===== src/rtl/dma_regbank_pkg.sv =====
package dma_regbank_pkg;

    localparam int WORD_W      = 32;
    localparam int WADDR_W     = 10;
    localparam int CFG_EN_BIT  = 0;
    localparam int CFG_EIE_BIT = 14;
    localparam int CFG_TIE_BIT = 15;
    localparam int NUM_SLOTS   = 5;

    typedef enum logic [2:0] {
        SLOT_SRC  = 3'd0,
        SLOT_DST  = 3'd1,
        SLOT_NEXT = 3'd2,
        SLOT_CTRL = 3'd3,
        SLOT_CFG  = 3'd4
    } slot_e;

    typedef enum logic [5:0] {
        GW_STAT     = 6'd0,
        GW_TC_STAT  = 6'd1,
        GW_TC_CLR   = 6'd2,
        GW_ERR_STAT = 6'd3,
        GW_ERR_CLR  = 6'd4,
        GW_TC_RAW   = 6'd5,
        GW_ERR_RAW  = 6'd6,
        GW_ENABLED  = 6'd7,
        GW_CONFIG   = 6'd12,
        GW_SYNC     = 6'd13
    } gword_e;

    typedef enum logic [1:0] {
        RGN_NONE   = 2'd0,
        RGN_GLOBAL = 2'd1,
        RGN_CHAN   = 2'd2,
        RGN_ID     = 2'd3
    } region_e;

    typedef struct packed {
        region_e     region;
        logic [2:0]  chan;
        logic [2:0]  slot;
        logic [5:0]  gword;
        logic [2:0]  id_idx;
    } dec_t;

    typedef struct packed {
        logic [WORD_W-1:0] src;
        logic [WORD_W-1:0] dst;
        logic [WORD_W-1:0] next;
        logic [WORD_W-1:0] ctrl;
        logic [WORD_W-1:0] cfg;
    } chan_t;

    function automatic logic gword_ok(input logic [5:0] w);
        logic ok;
        case (w)
            GW_STAT, GW_TC_STAT, GW_TC_CLR, GW_ERR_STAT, GW_ERR_CLR,
            GW_TC_RAW, GW_ERR_RAW, GW_ENABLED, GW_CONFIG, GW_SYNC: ok = 1'b1;
            default: ok = 1'b0;
        endcase
        return ok;
    endfunction

endpackage


===== src/rtl/dma_addr_decode.sv =====
module dma_addr_decode
    import dma_regbank_pkg::*;
#(
    parameter int NUM_CH = 8
) (
    input  logic [WADDR_W-1:0] waddr,
    output dec_t               dec
);
    logic chan_in_range;
    logic slot_in_range;

    always_comb begin
        chan_in_range = ({29'd0, waddr[5:3]} < NUM_CH);
        slot_in_range = ({29'd0, waddr[2:0]} < NUM_SLOTS);
        dec.chan   = waddr[5:3];
        dec.slot   = waddr[2:0];
        dec.gword  = waddr[5:0];
        dec.id_idx = waddr[2:0];
        if (waddr[9:6] == 4'h1) begin
            dec.region = (chan_in_range && slot_in_range) ? RGN_CHAN : RGN_NONE;
        end else if (waddr[9:3] == 7'h7F) begin
            dec.region = RGN_ID;
        end else if (waddr[9:6] == 4'h0 && gword_ok(waddr[5:0])) begin
            dec.region = RGN_GLOBAL;
        end else begin
            dec.region = RGN_NONE;
        end
    end

endmodule


===== src/rtl/dma_chan_regs.sv =====
module dma_chan_regs
    import dma_regbank_pkg::*;
#(
    parameter int NUM_CH = 8
) (
    input  logic              clk,
    input  logic              rst,
    input  logic              wr_fire,
    input  dec_t              dec,
    input  logic [WORD_W-1:0] wdata,
    output chan_t             chans [NUM_CH]
);
    logic [NUM_CH-1:0] ch_we;

    for (genvar c = 0; c < NUM_CH; c++) begin : g_ch
        assign ch_we[c] = wr_fire && (dec.region == RGN_CHAN) && (dec.chan == 3'(c));

        always_ff @(posedge clk) begin
            if (rst) begin
                chans[c] <= '0;
            end else if (ch_we[c]) begin
                case (dec.slot)
                    SLOT_SRC:  chans[c].src  <= wdata;
                    SLOT_DST:  chans[c].dst  <= wdata;
                    SLOT_NEXT: chans[c].next <= wdata;
                    SLOT_CTRL: chans[c].ctrl <= wdata;
                    SLOT_CFG:  chans[c].cfg  <= wdata;
                    default:   ;
                endcase
            end
        end

        AST_CHAN_HOLD: assert property (@(posedge clk) disable iff (rst)
            !ch_we[c] |=> $stable(chans[c]));
    end

endmodule


===== src/rtl/dma_irq_flags.sv =====
module dma_irq_flags #(
    parameter int NUM_CH = 8
) (
    input  logic              clk,
    input  logic              rst,
    input  logic [NUM_CH-1:0] tc_set,
    input  logic [NUM_CH-1:0] err_set,
    input  logic              tc_clr_we,
    input  logic              err_clr_we,
    input  logic [NUM_CH-1:0] clr_mask,
    input  logic [NUM_CH-1:0] tc_mask,
    input  logic [NUM_CH-1:0] err_mask,
    output logic [NUM_CH-1:0] tc_raw,
    output logic [NUM_CH-1:0] err_raw,
    output logic              irq_tc,
    output logic              irq_err,
    output logic              irq_any
);
    logic [NUM_CH-1:0] tc_keep;
    logic [NUM_CH-1:0] err_keep;

    always_comb begin
        tc_keep  = tc_clr_we  ? ~clr_mask : '1;
        err_keep = err_clr_we ? ~clr_mask : '1;
    end

    always_ff @(posedge clk) begin
        if (rst) begin
            tc_raw  <= '0;
            err_raw <= '0;
        end else begin
            tc_raw  <= (tc_raw  & tc_keep)  | tc_set;
            err_raw <= (err_raw & err_keep) | err_set;
        end
    end

    always_comb begin
        irq_tc  = |(tc_raw & tc_mask);
        irq_err = |(err_raw & err_mask);
        irq_any = irq_tc | irq_err;
    end

    AST_SET_WINS: assert property (@(posedge clk) disable iff (rst)
        (tc_set != '0) |=> ((tc_raw & $past(tc_set)) == $past(tc_set)));

    AST_CLR_DROPS: assert property (@(posedge clk) disable iff (rst)
        tc_clr_we |=> ((tc_raw & $past(clr_mask) & ~$past(tc_set)) == '0));

    AST_ERR_NEEDS_RAW: assert property (@(posedge clk) disable iff (rst)
        irq_err |-> (err_raw != '0));

    AST_TC_NEEDS_RAW: assert property (@(posedge clk) disable iff (rst)
        irq_tc |-> (tc_raw != '0));

endmodule


===== src/rtl/dma_regbank.sv =====
module dma_regbank
    import dma_regbank_pkg::*;
#(
    parameter int          NUM_CH  = 8,
    parameter logic [63:0] ID_CODE = 64'h5A3C_0F96_01D2_7E48
) (
    input  logic               clk,
    input  logic               rst,
    input  logic               bus_sel,
    input  logic               bus_wr,
    input  logic [WADDR_W-1:0] bus_addr,
    input  logic [WORD_W-1:0]  bus_wdata,
    output logic [WORD_W-1:0]  bus_rdata,
    input  logic [NUM_CH-1:0]  tc_set,
    input  logic [NUM_CH-1:0]  err_set,
    output logic               irq_err,
    output logic               irq_tc,
    output logic               irq_any
);
    dec_t              dec;
    chan_t             chans [NUM_CH];
    logic              wr_fire;
    logic              glb_we;
    logic [WORD_W-1:0] glb_cfg;
    logic [WORD_W-1:0] glb_sync;
    logic [NUM_CH-1:0] tc_mask, err_mask, ch_en;
    logic [NUM_CH-1:0] tc_raw, err_raw;

    assign wr_fire = bus_sel && bus_wr;
    assign glb_we  = wr_fire && (dec.region == RGN_GLOBAL);

    dma_addr_decode #(.NUM_CH(NUM_CH)) u_decode (
        .waddr (bus_addr),
        .dec   (dec)
    );

    dma_chan_regs #(.NUM_CH(NUM_CH)) u_chans (
        .clk     (clk),
        .rst     (rst),
        .wr_fire (wr_fire),
        .dec     (dec),
        .wdata   (bus_wdata),
        .chans   (chans)
    );

    for (genvar c = 0; c < NUM_CH; c++) begin : g_mask
        assign tc_mask[c]  = chans[c].cfg[CFG_TIE_BIT];
        assign err_mask[c] = chans[c].cfg[CFG_EIE_BIT];
        assign ch_en[c]    = chans[c].cfg[CFG_EN_BIT];
    end

    dma_irq_flags #(.NUM_CH(NUM_CH)) u_irq (
        .clk        (clk),
        .rst        (rst),
        .tc_set     (tc_set),
        .err_set    (err_set),
        .tc_clr_we  (glb_we && (dec.gword == GW_TC_CLR)),
        .err_clr_we (glb_we && (dec.gword == GW_ERR_CLR)),
        .clr_mask   (bus_wdata[NUM_CH-1:0]),
        .tc_mask    (tc_mask),
        .err_mask   (err_mask),
        .tc_raw     (tc_raw),
        .err_raw    (err_raw),
        .irq_tc     (irq_tc),
        .irq_err    (irq_err),
        .irq_any    (irq_any)
    );

    always_ff @(posedge clk) begin
        if (rst) begin
            glb_cfg  <= '0;
            glb_sync <= '0;
        end else if (glb_we) begin
            if (dec.gword == GW_CONFIG) glb_cfg  <= bus_wdata;
            if (dec.gword == GW_SYNC)   glb_sync <= bus_wdata;
        end
    end

    always_comb begin
        bus_rdata = '0;
        if (bus_sel && !bus_wr) begin
            case (dec.region)
                RGN_CHAN: begin
                    case (dec.slot)
                        SLOT_SRC:  bus_rdata = chans[dec.chan].src;
                        SLOT_DST:  bus_rdata = chans[dec.chan].dst;
                        SLOT_NEXT: bus_rdata = chans[dec.chan].next;
                        SLOT_CTRL: bus_rdata = chans[dec.chan].ctrl;
                        SLOT_CFG:  bus_rdata = chans[dec.chan].cfg;
                        default:   bus_rdata = '0;
                    endcase
                end
                RGN_GLOBAL: begin
                    case (dec.gword)
                        GW_STAT:     bus_rdata = WORD_W'((tc_raw & tc_mask) | (err_raw & err_mask));
                        GW_TC_STAT:  bus_rdata = WORD_W'(tc_raw & tc_mask);
                        GW_ERR_STAT: bus_rdata = WORD_W'(err_raw & err_mask);
                        GW_TC_RAW:   bus_rdata = WORD_W'(tc_raw);
                        GW_ERR_RAW:  bus_rdata = WORD_W'(err_raw);
                        GW_ENABLED:  bus_rdata = WORD_W'(ch_en);
                        GW_CONFIG:   bus_rdata = glb_cfg;
                        GW_SYNC:     bus_rdata = glb_sync;
                        default:     bus_rdata = '0;
                    endcase
                end
                RGN_ID:  bus_rdata = {24'd0, ID_CODE[{dec.id_idx, 3'b000} +: 8]};
                default: bus_rdata = '0;
            endcase
        end
    end

    AST_ANY_FOLLOWS: assert property (@(posedge clk) disable iff (rst)
        irq_any |-> (tc_raw != '0 || err_raw != '0));

    AST_GLOBAL_HOLD: assert property (@(posedge clk) disable iff (rst)
        !glb_we |=> ($stable(glb_cfg) && $stable(glb_sync)));

endmodule


===== config.mk =====
export PLATFORM = sky130hd
export DESIGN_NAME = dma_regbank
export DESIGN_NICKNAME = d
export VERILOG_FILES = /design/src/rtl/dma_regbank_pkg.sv /design/src/rtl/dma_addr_decode.sv /design/src/rtl/dma_chan_regs.sv /design/src/rtl/dma_irq_flags.sv /design/src/rtl/dma_regbank.sv
export SDC_FILE = /design/constraint.sdc
export NUM_CORES = 2
export LEC_CHECK = 0
export ABC_CLOCK_PERIOD_IN_PS = 3300
export BUFFER_PORTS_ARGS = -buffer_cell sky130_fd_sc_hd__clkbuf_2
export CAP_MARGIN = 30
export CORE_MARGIN = 2
export CORE_UTILIZATION = 35
export CTS_BUF_LIST = sky130_fd_sc_hd__clkbuf_4
export DETAILED_ROUTE_END_ITERATION = 16
export HOLD_SLACK_MARGIN = 0.12
export PLACE_DENSITY = 0.56
export SETUP_SLACK_MARGIN = 0.05
export SYNTH_ARGS = -nofsm -noshare
export SYNTH_HDL_FRONTEND = slang
export SYNTH_SLANG_ARGS = --single-unit
export TNS_END_PERCENT = 5

===== constraint.sdc =====
create_clock -name clk -period 3.3 [get_ports clk]
set_input_delay 0.495 -clock clk [delete_from_list [all_inputs] [get_ports clk]]
set_output_delay 0.495 -clock clk [all_outputs]
set_load 0.05 [all_outputs]

==> results.toml <==
[status]
outcome = "finished with violations"
violations = "setup timing"

[placed_design]
hpwl_um = 152000
portBuffers = 96
dp_cells = 9462
place_ws_ps = -904
gp_congestion = 0.964
dpl_cell_area_mm2 = 0.0659

[finish]
fillCellCount = 16500
area_growth_pct = 22.1
final_cell_area_mm2 = 0.0725
fin_util_pct = 42.9
multi_input_area_mm2 = 0.0299
mostFrequentLayoutCells = "nand2_1, a21oi_1, dfxtp_1"
final_common_cell = "nand2_1"
instances_no_fill = 10200
final_layout_size_suffix_gt1_share_pct = 22.3
ff_latch_area_mm2 = 0.0272
final_nets = 7796

[global_route]
grt_max_degree = 126
grt-ovfl-total = 0
grt_pass1_vias = 54500
grt_pass1_wl_um = 357000
antenna_found_initial = 5
grt.total_usage_pct = 27.5

[routing]
drt_iter0_drc = 6038
drc = 0
via_per_inst = 5.54
vias = 56400
firstDrtPassIters = 6
ant_nets = 0
routed_wirelength_um = 244000
avgRoutedWirePerCell_um = 24.0

[critical_path]
worst_setup_path_end_kind = "output pin"
worst-path-stages = 9
r2r_cells = 4
cp.required_ps = 2800
cp_common_cell = "buf_4"
crit_family = "multiplexers"
criticalPathCategory = "flip-flop to output pin"
critical-path-max-stage-delay_ps = 480
crit_slowest_cell = "mux4_2"
cp-start-kind = "flip-flop"
cp_max_fo = 2
crit_buf_inv = 3
worstPathArrival_ps = 3530
worstPathCellList = "mux4_2 > mux2i_2 > o22ai_1 > buf_4 > nor2_4 > buf_4 > a21oi_1 > o21a_1 > clkbuf_4"

[floorplanning]
die_w_um = 416
die_h_um = 416
start_util_pct = 35.1
io-pin-count = 97
core_area_mm2 = 0.169
num_rows = 151
dieArea_mm2 = 0.173

[synthesis]
yosys.area.top_type = "dfxtp_1"
synth-seq-cells = 1360
synth_fa_ha_area_share_pct = 0.168
netlist_instances = 7248
async_flop_share_pct = 0
synth-warning-count = 0
synth_xor_area_share_pct = 0.0147
synth_ff_type = "dfxtp_1"
syn_area_per_cell_um2 = 8.20
synth_mux_area_share_pct = 13.5
yosysUniqueCellTypes = 68
netlist.area_leader.share_pct = 45.8
synthSimpleGateAreaFrac_pct = 19.7
ys_top_cells_by_area = "dfxtp_1, nand2_1, a21oi_1"
yosysSeqAreaShare_pct = 45.8
synth_compound_area_share_pct = 15.2
netlist_area_mm2 = 0.0594
synth_edf_count = 0
synth_top_family_by_area = "simple AND/OR/NAND/NOR gates"
syn_nets = 7318

[sta]
tightest_slew_ps = 1070
rsz0062_at_grt = "true"
relSlewSlack_pct = 28.4
finalCritPeriodShare_pct = 122
setup_violations = 33
fmax_mhz = 248
tns_ps = -20040
fin_crit_ps = 4030
drv_slew = 0
finalClockSkew_ps = 0
hold_viol_final = 0
whs_ps = 201
final.setup.worst_slack_ps = -726

[clock_network]
numCtsBuffers = 371
cts.reportedPaths.clkPinSlew_ps = 70
root_buffer = "clkbuf_4"
numClockSinks = 1360
clock_latency_ps = 1350
htreeDepth = 5
cts_max_path_buffers = 4
cts_tree = "built"

[flow_run]
max_cap_viol_count = 0

[pwr]
p_leak_nw = 24.4
ir_drop_v = 0.000261
power.density_mw_per_mm2 = 459
finalPower_mw = 33.3

[hold_path]
hold_class = "input pin to flip-flop"
whs_path_depth = 5
worst min-delay path, stage by stage:
cell           delay [ps]
dlygate4sd3_1         550
clkbuf_2              150
buf_12                170
nand2_1                80
a21oi_1                50
layer usage:
metal,part of all wire (%),global-route usage [%],vias to the layer above
li1,-,-,25600
met1,40,34.9,27500
met3,9.7,6.33,556
met4,5.4,14.6,0
met5,0,0,-
met2,45,43.3,2762
registers in the layout (all words and copies together) (netlist names):
name,cells
u_irq.err_raw,8
u_chans.chans,1280
glb_sync,32
u_irq.tc_raw,8
glb_cfg,32
timing repair:
| item | CTS | global route |
|---|---|---|
| resized for setup | 207 | 35 |
| hold endpoints to repair | 1360 | 1 |
| buffers inserted | 1 | 0 |
| hold buffers | 105 | 1 |
| endpoints found under the setup margin | 34 | 34 |
| pin swaps | 57 | 11 |
kinds of logic (layout without fill, tap and decap cells):
| kind of cell | after synthesis | in the layout |
|---|---|---|
| compound gates | 1672 | 1672 |
| xor+xnor | 1 | 1 |
| fa+ha+maj | 8 | 8 |
| buf+inv | 731 | 1439 |
| flops | 1360 | 1360 |
| mux | 463 | 463 |
| other cells | 0 | 10 |
| simple gates | 3013 | 3013 |
final timing paths:
path | slack, ps | endpoint | start
worst max-delay path | -730 | bus_rdata[25] | u_chans.chans[665]
worst max register to register | 1460 | u_irq.err_raw[2] | u_irq.err_raw[2]
worst min-delay path | 200 | glb_sync[1] | bus_wdata[1]
worst min register to register | 450 | u_chans.chans[216] | u_chans.chans[216]
power by group:
part	internal (mW)	switching, mW	total [mW]
sequential	16.4	0.0220	16.4
clock	7.39	7.20	14.6
combinational	0.797	1.48	2.28
layout make-up:
class	instances	area share, %
Clock inverter	71	0.426
Sequential cell	1360	37.6
Timing Repair Buffer	830	11.3
Multi-Input combinational cell	5157	41.3
Clock buffer	532	5.51
Antenna cell	10	0.0345
Inverter	6	0.0345
Tap cell	2218	3.83
cells in the mapped netlist (all sizes together) (3+ instances only):
cell type	instances
o21a	7
a21boi	3
a221oi	27
a31oi	8
nor2b	5
clkbuf	479
a222oi	7
mux4	268
o31ai	3
or3	4
nor3	27
dfxtp	1360
a32oi	15
o211ai	10
a211oi	20
o22ai	62
nor2	88
or2	3
a41oi	3
inv	6
and2	22
a22o	4
o221ai	3
a311oi	7
mux2i	168
nand3	32
buf	246
and3	9
ha	8
a22oi	40
nor4	7
nand4	8
a21oi	1402
mux2	27
nand2	2797
o21ai	30
nand2b	7
o311ai	3
a21o	6
(Power assumes the default switching activity.)
